**config.mk**
```make
export PLATFORM = sky130hd
export DESIGN_NAME = acc_alu
export DESIGN_NICKNAME = d
export VERILOG_FILES = /design/src/rtl/acc_alu_pkg.sv /design/src/rtl/acc_alu_decode.sv /design/src/rtl/acc_alu_adder.sv /design/src/rtl/acc_alu.sv
export SDC_FILE = /design/constraint.sdc
export NUM_CORES = 1
export LEC_CHECK = 0
export BUFFER_PORTS_ARGS = -buffer_cell sky130_fd_sc_hd__buf_2
export CORE_UTILIZATION = 52
export CTS_BUF_LIST = sky130_fd_sc_hd__clkbuf_4 sky130_fd_sc_hd__clkbuf_8
export DETAILED_ROUTE_END_ITERATION = 16
export GPL_TIMING_DRIVEN = 0
export PLACE_DENSITY_LB_ADDON = 0.1
export SLEW_MARGIN = 20
export SYNTH_ARGS = -nofsm -noshare
export SYNTH_HDL_FRONTEND = slang
export SYNTH_SLANG_ARGS = --single-unit
```
**constraint.sdc**
```tcl
create_clock -name clk -period 1.4 [get_ports clk]
set_input_delay 0.14 -clock clk [delete_from_list [all_inputs] [get_ports clk]]
set_output_delay 0.14 -clock clk [all_outputs]
set_load 0.01 [all_outputs]
```
**src/rtl/acc_alu_pkg.sv**
```systemverilog
package acc_alu_pkg;
   typedef enum logic [1:0] {
      OPK_ADD  = 2'd0,
      OPK_ADDC = 2'd1,
      OPK_AND  = 2'd2,
      OPK_NONE = 2'd3
   } op_kind_e;

   typedef enum logic [1:0] {
      SRC_REG  = 2'd0,
      SRC_DIR  = 2'd1,
      SRC_IND  = 2'd2,
      SRC_IMM  = 2'd3
   } src_mode_e;

   localparam logic [3:0] NIB_ADD  = 4'h2;
   localparam logic [3:0] NIB_ADDC = 4'h3;
   localparam logic [3:0] NIB_AND  = 4'h5;
endpackage

```
**src/rtl/acc_alu_decode.sv**
```systemverilog
module acc_alu_decode
   import acc_alu_pkg::*;
#(
   parameter int OPC_W = 8,
   parameter int IDX_W = 3
) (
   input  logic [OPC_W-1:0] opcode,
   output op_kind_e         kind,
   output src_mode_e        mode,
   output logic [IDX_W-1:0] idx,
   output logic             bad
);
   localparam int HI_LSB = OPC_W - 4;

   if (OPC_W != 8) begin : g_bad_opc
      $error("acc_alu_decode: OPC_W must be 8");
   end
   if (IDX_W != 3) begin : g_bad_idx
      $error("acc_alu_decode: IDX_W must be 3");
   end

   logic [3:0] hi_nib;
   logic [3:0] lo_nib;
   logic       mode_ok;

   assign hi_nib = opcode[OPC_W-1:HI_LSB];
   assign lo_nib = opcode[3:0];

   always_comb begin
      mode    = SRC_REG;
      idx     = '0;
      mode_ok = 1'b1;
      if (lo_nib[3]) begin
         mode = SRC_REG;
         idx  = lo_nib[2:0];
      end else if (lo_nib[2:1] == 2'b11) begin
         mode = SRC_IND;
         idx  = {2'b00, lo_nib[0]};
      end else if (lo_nib[2:0] == 3'b101) begin
         mode = SRC_DIR;
      end else if (lo_nib[2:0] == 3'b100) begin
         mode = SRC_IMM;
      end else begin
         mode_ok = 1'b0;
      end
   end

   always_comb begin
      unique case (hi_nib)
         NIB_ADD:  kind = OPK_ADD;
         NIB_ADDC: kind = OPK_ADDC;
         NIB_AND:  kind = OPK_AND;
         default:  kind = OPK_NONE;
      endcase
      if (!mode_ok) kind = OPK_NONE;
   end

   assign bad = (kind == OPK_NONE);
endmodule

```
**src/rtl/acc_alu_adder.sv**
```systemverilog
module acc_alu_adder #(
   parameter int W       = 8,
   parameter int AUX_POS = 4,
   parameter bit RIPPLE  = 1'b1
) (
   input  logic [W-1:0] a,
   input  logic [W-1:0] b,
   input  logic         cin,
   output logic [W-1:0] sum,
   output logic         c_aux,
   output logic         c_sign,
   output logic         c_out
);
   localparam int MID_W = W - 1 - AUX_POS;

   if (AUX_POS < 1 || AUX_POS > W - 2) begin : g_bad_aux
      $error("acc_alu_adder: AUX_POS out of range");
   end

   if (RIPPLE) begin : g_ripple
      logic [W:0] cc;
      assign cc[0] = cin;
      for (genvar i = 0; i < W; i++) begin : g_bit
         assign sum[i]  = a[i] ^ b[i] ^ cc[i];
         assign cc[i+1] = (a[i] & b[i]) | (cc[i] & (a[i] ^ b[i]));
      end
      assign c_aux  = cc[AUX_POS];
      assign c_sign = cc[W-1];
      assign c_out  = cc[W];
   end else begin : g_segment
      logic [AUX_POS:0] lo;
      logic [MID_W:0]   mid;
      logic [1:0]       top;
      assign lo  = {1'b0, a[AUX_POS-1:0]} + {1'b0, b[AUX_POS-1:0]} + {{AUX_POS{1'b0}}, cin};
      assign mid = {1'b0, a[W-2:AUX_POS]} + {1'b0, b[W-2:AUX_POS]} + {{MID_W{1'b0}}, lo[AUX_POS]};
      assign top = {1'b0, a[W-1]} + {1'b0, b[W-1]} + {1'b0, mid[MID_W]};
      assign sum    = {top[0], mid[MID_W-1:0], lo[AUX_POS-1:0]};
      assign c_aux  = lo[AUX_POS];
      assign c_sign = mid[MID_W];
      assign c_out  = top[1];
   end
endmodule

```
**src/rtl/acc_alu.sv**
```systemverilog
module acc_alu
   import acc_alu_pkg::*;
#(
   parameter int W       = 8,
   parameter int AUX_POS = 4,
   parameter bit RIPPLE  = 1'b1
) (
   input  logic         clk,
   input  logic         rst_n,
   input  logic         en,
   input  logic [7:0]   opcode,
   input  logic [W-1:0] acc_in,
   input  logic [W-1:0] src_in,
   input  logic         cy_in,
   output logic [1:0]   src_mode,
   output logic [2:0]   reg_idx,
   output logic         invalid,
   output logic [W-1:0] res_q,
   output logic         cy_q,
   output logic         ac_q,
   output logic         ov_q
);
   if (W < 4) begin : g_bad_w
      $error("acc_alu: W must be at least 4");
   end

   op_kind_e     kind;
   src_mode_e    mode;
   logic [W-1:0] sum;
   logic         c_aux, c_sign, c_out;
   logic         add_cin;
   logic         is_add;
   logic         fire;
   logic [W-1:0] res_d;

   acc_alu_decode #(.OPC_W(8), .IDX_W(3)) u_dec (
      .opcode (opcode),
      .kind   (kind),
      .mode   (mode),
      .idx    (reg_idx),
      .bad    (invalid)
   );

   assign add_cin = (kind == OPK_ADDC) & cy_in;

   acc_alu_adder #(.W(W), .AUX_POS(AUX_POS), .RIPPLE(RIPPLE)) u_add (
      .a      (acc_in),
      .b      (src_in),
      .cin    (add_cin),
      .sum    (sum),
      .c_aux  (c_aux),
      .c_sign (c_sign),
      .c_out  (c_out)
   );

   assign src_mode = mode;
   assign is_add   = (kind == OPK_ADD) || (kind == OPK_ADDC);
   assign fire     = en & ~invalid;
   assign res_d    = (kind == OPK_AND) ? (acc_in & src_in) : sum;

   always_ff @(posedge clk or negedge rst_n) begin
      if (!rst_n) begin
         res_q <= '0;
         cy_q  <= 1'b0;
         ac_q  <= 1'b0;
         ov_q  <= 1'b0;
      end else if (fire) begin
         res_q <= res_d;
         if (is_add) begin
            cy_q <= c_out;
            ac_q <= c_aux;
            ov_q <= c_out ^ c_sign;
         end
      end
   end
endmodule

```
==> impl_metrics.yaml <==
cts:
  clock_latency_ps: 280
  htree_levels: 1
  cts.sinks: 11
  numCtsBuffers: 3
  tritoncts: "done"
  clockRootBuffer: "clkbuf_4"
  cts.clk_slew.worst_paths_ps: 80
  clockBufferDepth: 2
logic_synthesis:
  synth_commonest_cells: "inv_1, dfrtp_1, nor3_1"
  ys_seq_area_frac: 0.267
  synth_cells: 97
  async_flop_share: 1.00
  syn-num-nets: 141
  ys_top_cells_by_area: "dfrtp_1, fa_1, a311oi_2, ha_1, inv_1"
  synth_edf_count: 0
  yosysMostFrequentCell: "inv_1"
  yosys.area.top_type_share: 0.267
  synthesis.area_mm2: 0.00103
  netlist.top_cell.by_area: "dfrtp_1"
  yosysWarnings: 0
  syn_avg_cell_area_um2: 10.6
  synth.distinct_cells: 27
  ys.flop_type: "dfrtp_1"
  synth_seq_cells: 11
run_status:
  violations: "negative setup slack"
  status: "complete, but fails checks"
final_layout:
  fillCellCount: 127
  multi_input_area_um2: 712
  final-seq-area_um2: 275
  drive_above_1_share: 0.600
  syn_to_final_growth_pct: 40.8
  fin_nets: 195
  antenna_cells: 0
  post_layout_nonfiller_instances: 175
floorplanning:
  ios: 45
  rows: 15
  initial_core_util: 0.578
  core_area_mm2: 0.00178
  die_h_um: 46.5
  fp.dieW_um: 46.5
  dieArea_mm2: 0.00216
drt:
  totalWireLength_mm: 2.80
  drt-initial-drc-count: 13
  via_count: 959
  top_layer_used: "met4"
  vias_per_cell: 5.48
  met3_length_um: 131
  drcViolationCount: 0
  first_pass_iters: 4
  ant_nets: 0
  wl_per_cell_um: 16.0
  wl_met1_mm: 1.10
  wl_met2_mm: 1.51
critical_path:
  end_kind: "register"
  cp.arrival_ps: 3790
  cp_max_fo: 4
  required_ps: 1580
  path_class: "in2reg"
  start_kind: "primary input"
sta:
  fin_crit_sh: 2.58
  setup_viol_count_final: 10
  fin_ws_ps: -2210
  rsz0062_at_grt: "true"
  worst_pin_slew_ps: 377
  min_period_ps: 3610
  hold_violations: 0
  max_freq_mhz: 277
  max_slew_margin: 0.747
  final_max_slew_viol_count: 0
  skew_ps: 0
global_routing:
  grtUsageTotal: 0.296
  grt_pass1_wl_mm: 4.30
  gr-total-overflow: 0
  antenna_found_initial: 0
  grt_pass1_vias: 988
  grt_max_degree: 12
place:
  post-place-ws_ps: -2730
  place.gp.congestion: 0.734
  dp.cells: 166
  portBuffers: 44
  place.detailed.hpwl_mm: 2.01
power:
  leakagePower_nw: 0.731
  ir_drop_uv: 784
  p_per_area_mw_per_mm2: 885
min_path:
  hold_path.class: "in2async"
run:
  drv_cap: 0
==> final timing paths <==
kind	from	endpoint	slack (ps)	depth (start not counted)
hold reg to reg	cy_q	cy_q	510	2
max in group asynchronous	rst_n	res_q[3]	890	2
setup / recovery	opcode[5]	res_q[7]	-2210	18
hold / removal	rst_n	res_q[4]	290	2
min in group clk	opcode[5]	cy_q	300	4
setup reg to reg	ov_q	ov_q	630	1
==> cell families (layout without fill, tap and decap cells) <==
family                   Yosys count  after routing  synth area share
flip-flops                        11             11             0.267
buffers and inverters             24             77             0.107
AO/OA/AOI/OAI                     14             14             0.151
adder cells (fa/ha/maj)           16             16             0.253
AND/OR/NAND/NOR                   29             29             0.188
XOR/XNOR                           1              1           0.00851
multiplexers                       2              2            0.0255
==> cell type report <==
type / instances / share of cell area
clock buffers: 4 / 0.0207
well taps: 25 / 0.0216
flip-flops and latches: 11 / 0.190
multi-input cells: 62 / 0.491
repair buffers: 52 / 0.211
plain buffers: 2 / 0.0155
inverters: 19 / 0.0509
==> flip-flops by register name (all words and copies together) (netlist names) <==
register  count
ac_q          1
res_q         8
ov_q          1
cy_q          1
==> critical path, cell delays in order <==
cell	delay, ps
buf_6	110
nor2b_4	120
nand2_2	60
nor3_2	50
fa_2	350
fa_2	370
fa_2	350
fa_2	360
fa_2	370
inv_2	70
fa_2	190
inv_2	40
fa_2	350
inv_2	70
fa_2	430
inv_2	60
nor3_2	40
a311oi_2	240
==> placed cells by master, fill, tap and decap left out, drive strengths merged <==
cell         netlist  routed
a21oi              2       2
a311oi             8       8
and2               2       2
buf                4      53
clkbuf             1       4
dfrtp             11      11
dlygate4sd3        0       1
fa                 8       8
ha                 8       8
inv               18      19
mux2               2       2
nand2              1       1
nand2b             1       1
nand3b             2       2
nor2               1       1
nor2b              2       2
nor3               9       9
nor3b              1       1
nor4               8       8
o21ai              2       2
o21bai             2       2
or2                1       1
or3                1       1
xnor2              1       1
==> repair_timing <==
item,CTS,global route
hold endpoints to repair,11,0
gates resized for setup,14,6
endpoints found under the setup margin,11,11
pin swaps,8,15
setup buffers,5,2
hold buffers,1,0
==> per-stage QoR <==
stage               utilization  cell area, µm²  setup TNS, ps  hold slack [ps]  total power [mW]
finish                    0.813            1450         -12410              293              1.28
global route              0.813            1450         -12910              298              1.35
CTS                       0.802            1430         -13710              264              1.27
detailed placement        0.743            1330         -18460             28.5             0.980
global placement          0.743            1330         -17680             22.5             0.944
floorplan                     -            1070         -14570             -156             0.749
==> report_power, final <==
part,internal (mW),switching [mW]
Sequential,0.407,0.0465
Clock,0.130,0.120
Combinational,0.289,0.291
Total,0.825,0.458
==> routing by layer <==
metal  global-route usage  vias to the layer above
li1                     -                      437
met2                0.536                       45
met3               0.0392                        9
met4                0.165                        0
met5                    0                        -
met1                0.325                      468
Note: power is estimated with default switching activity, not from simulation.
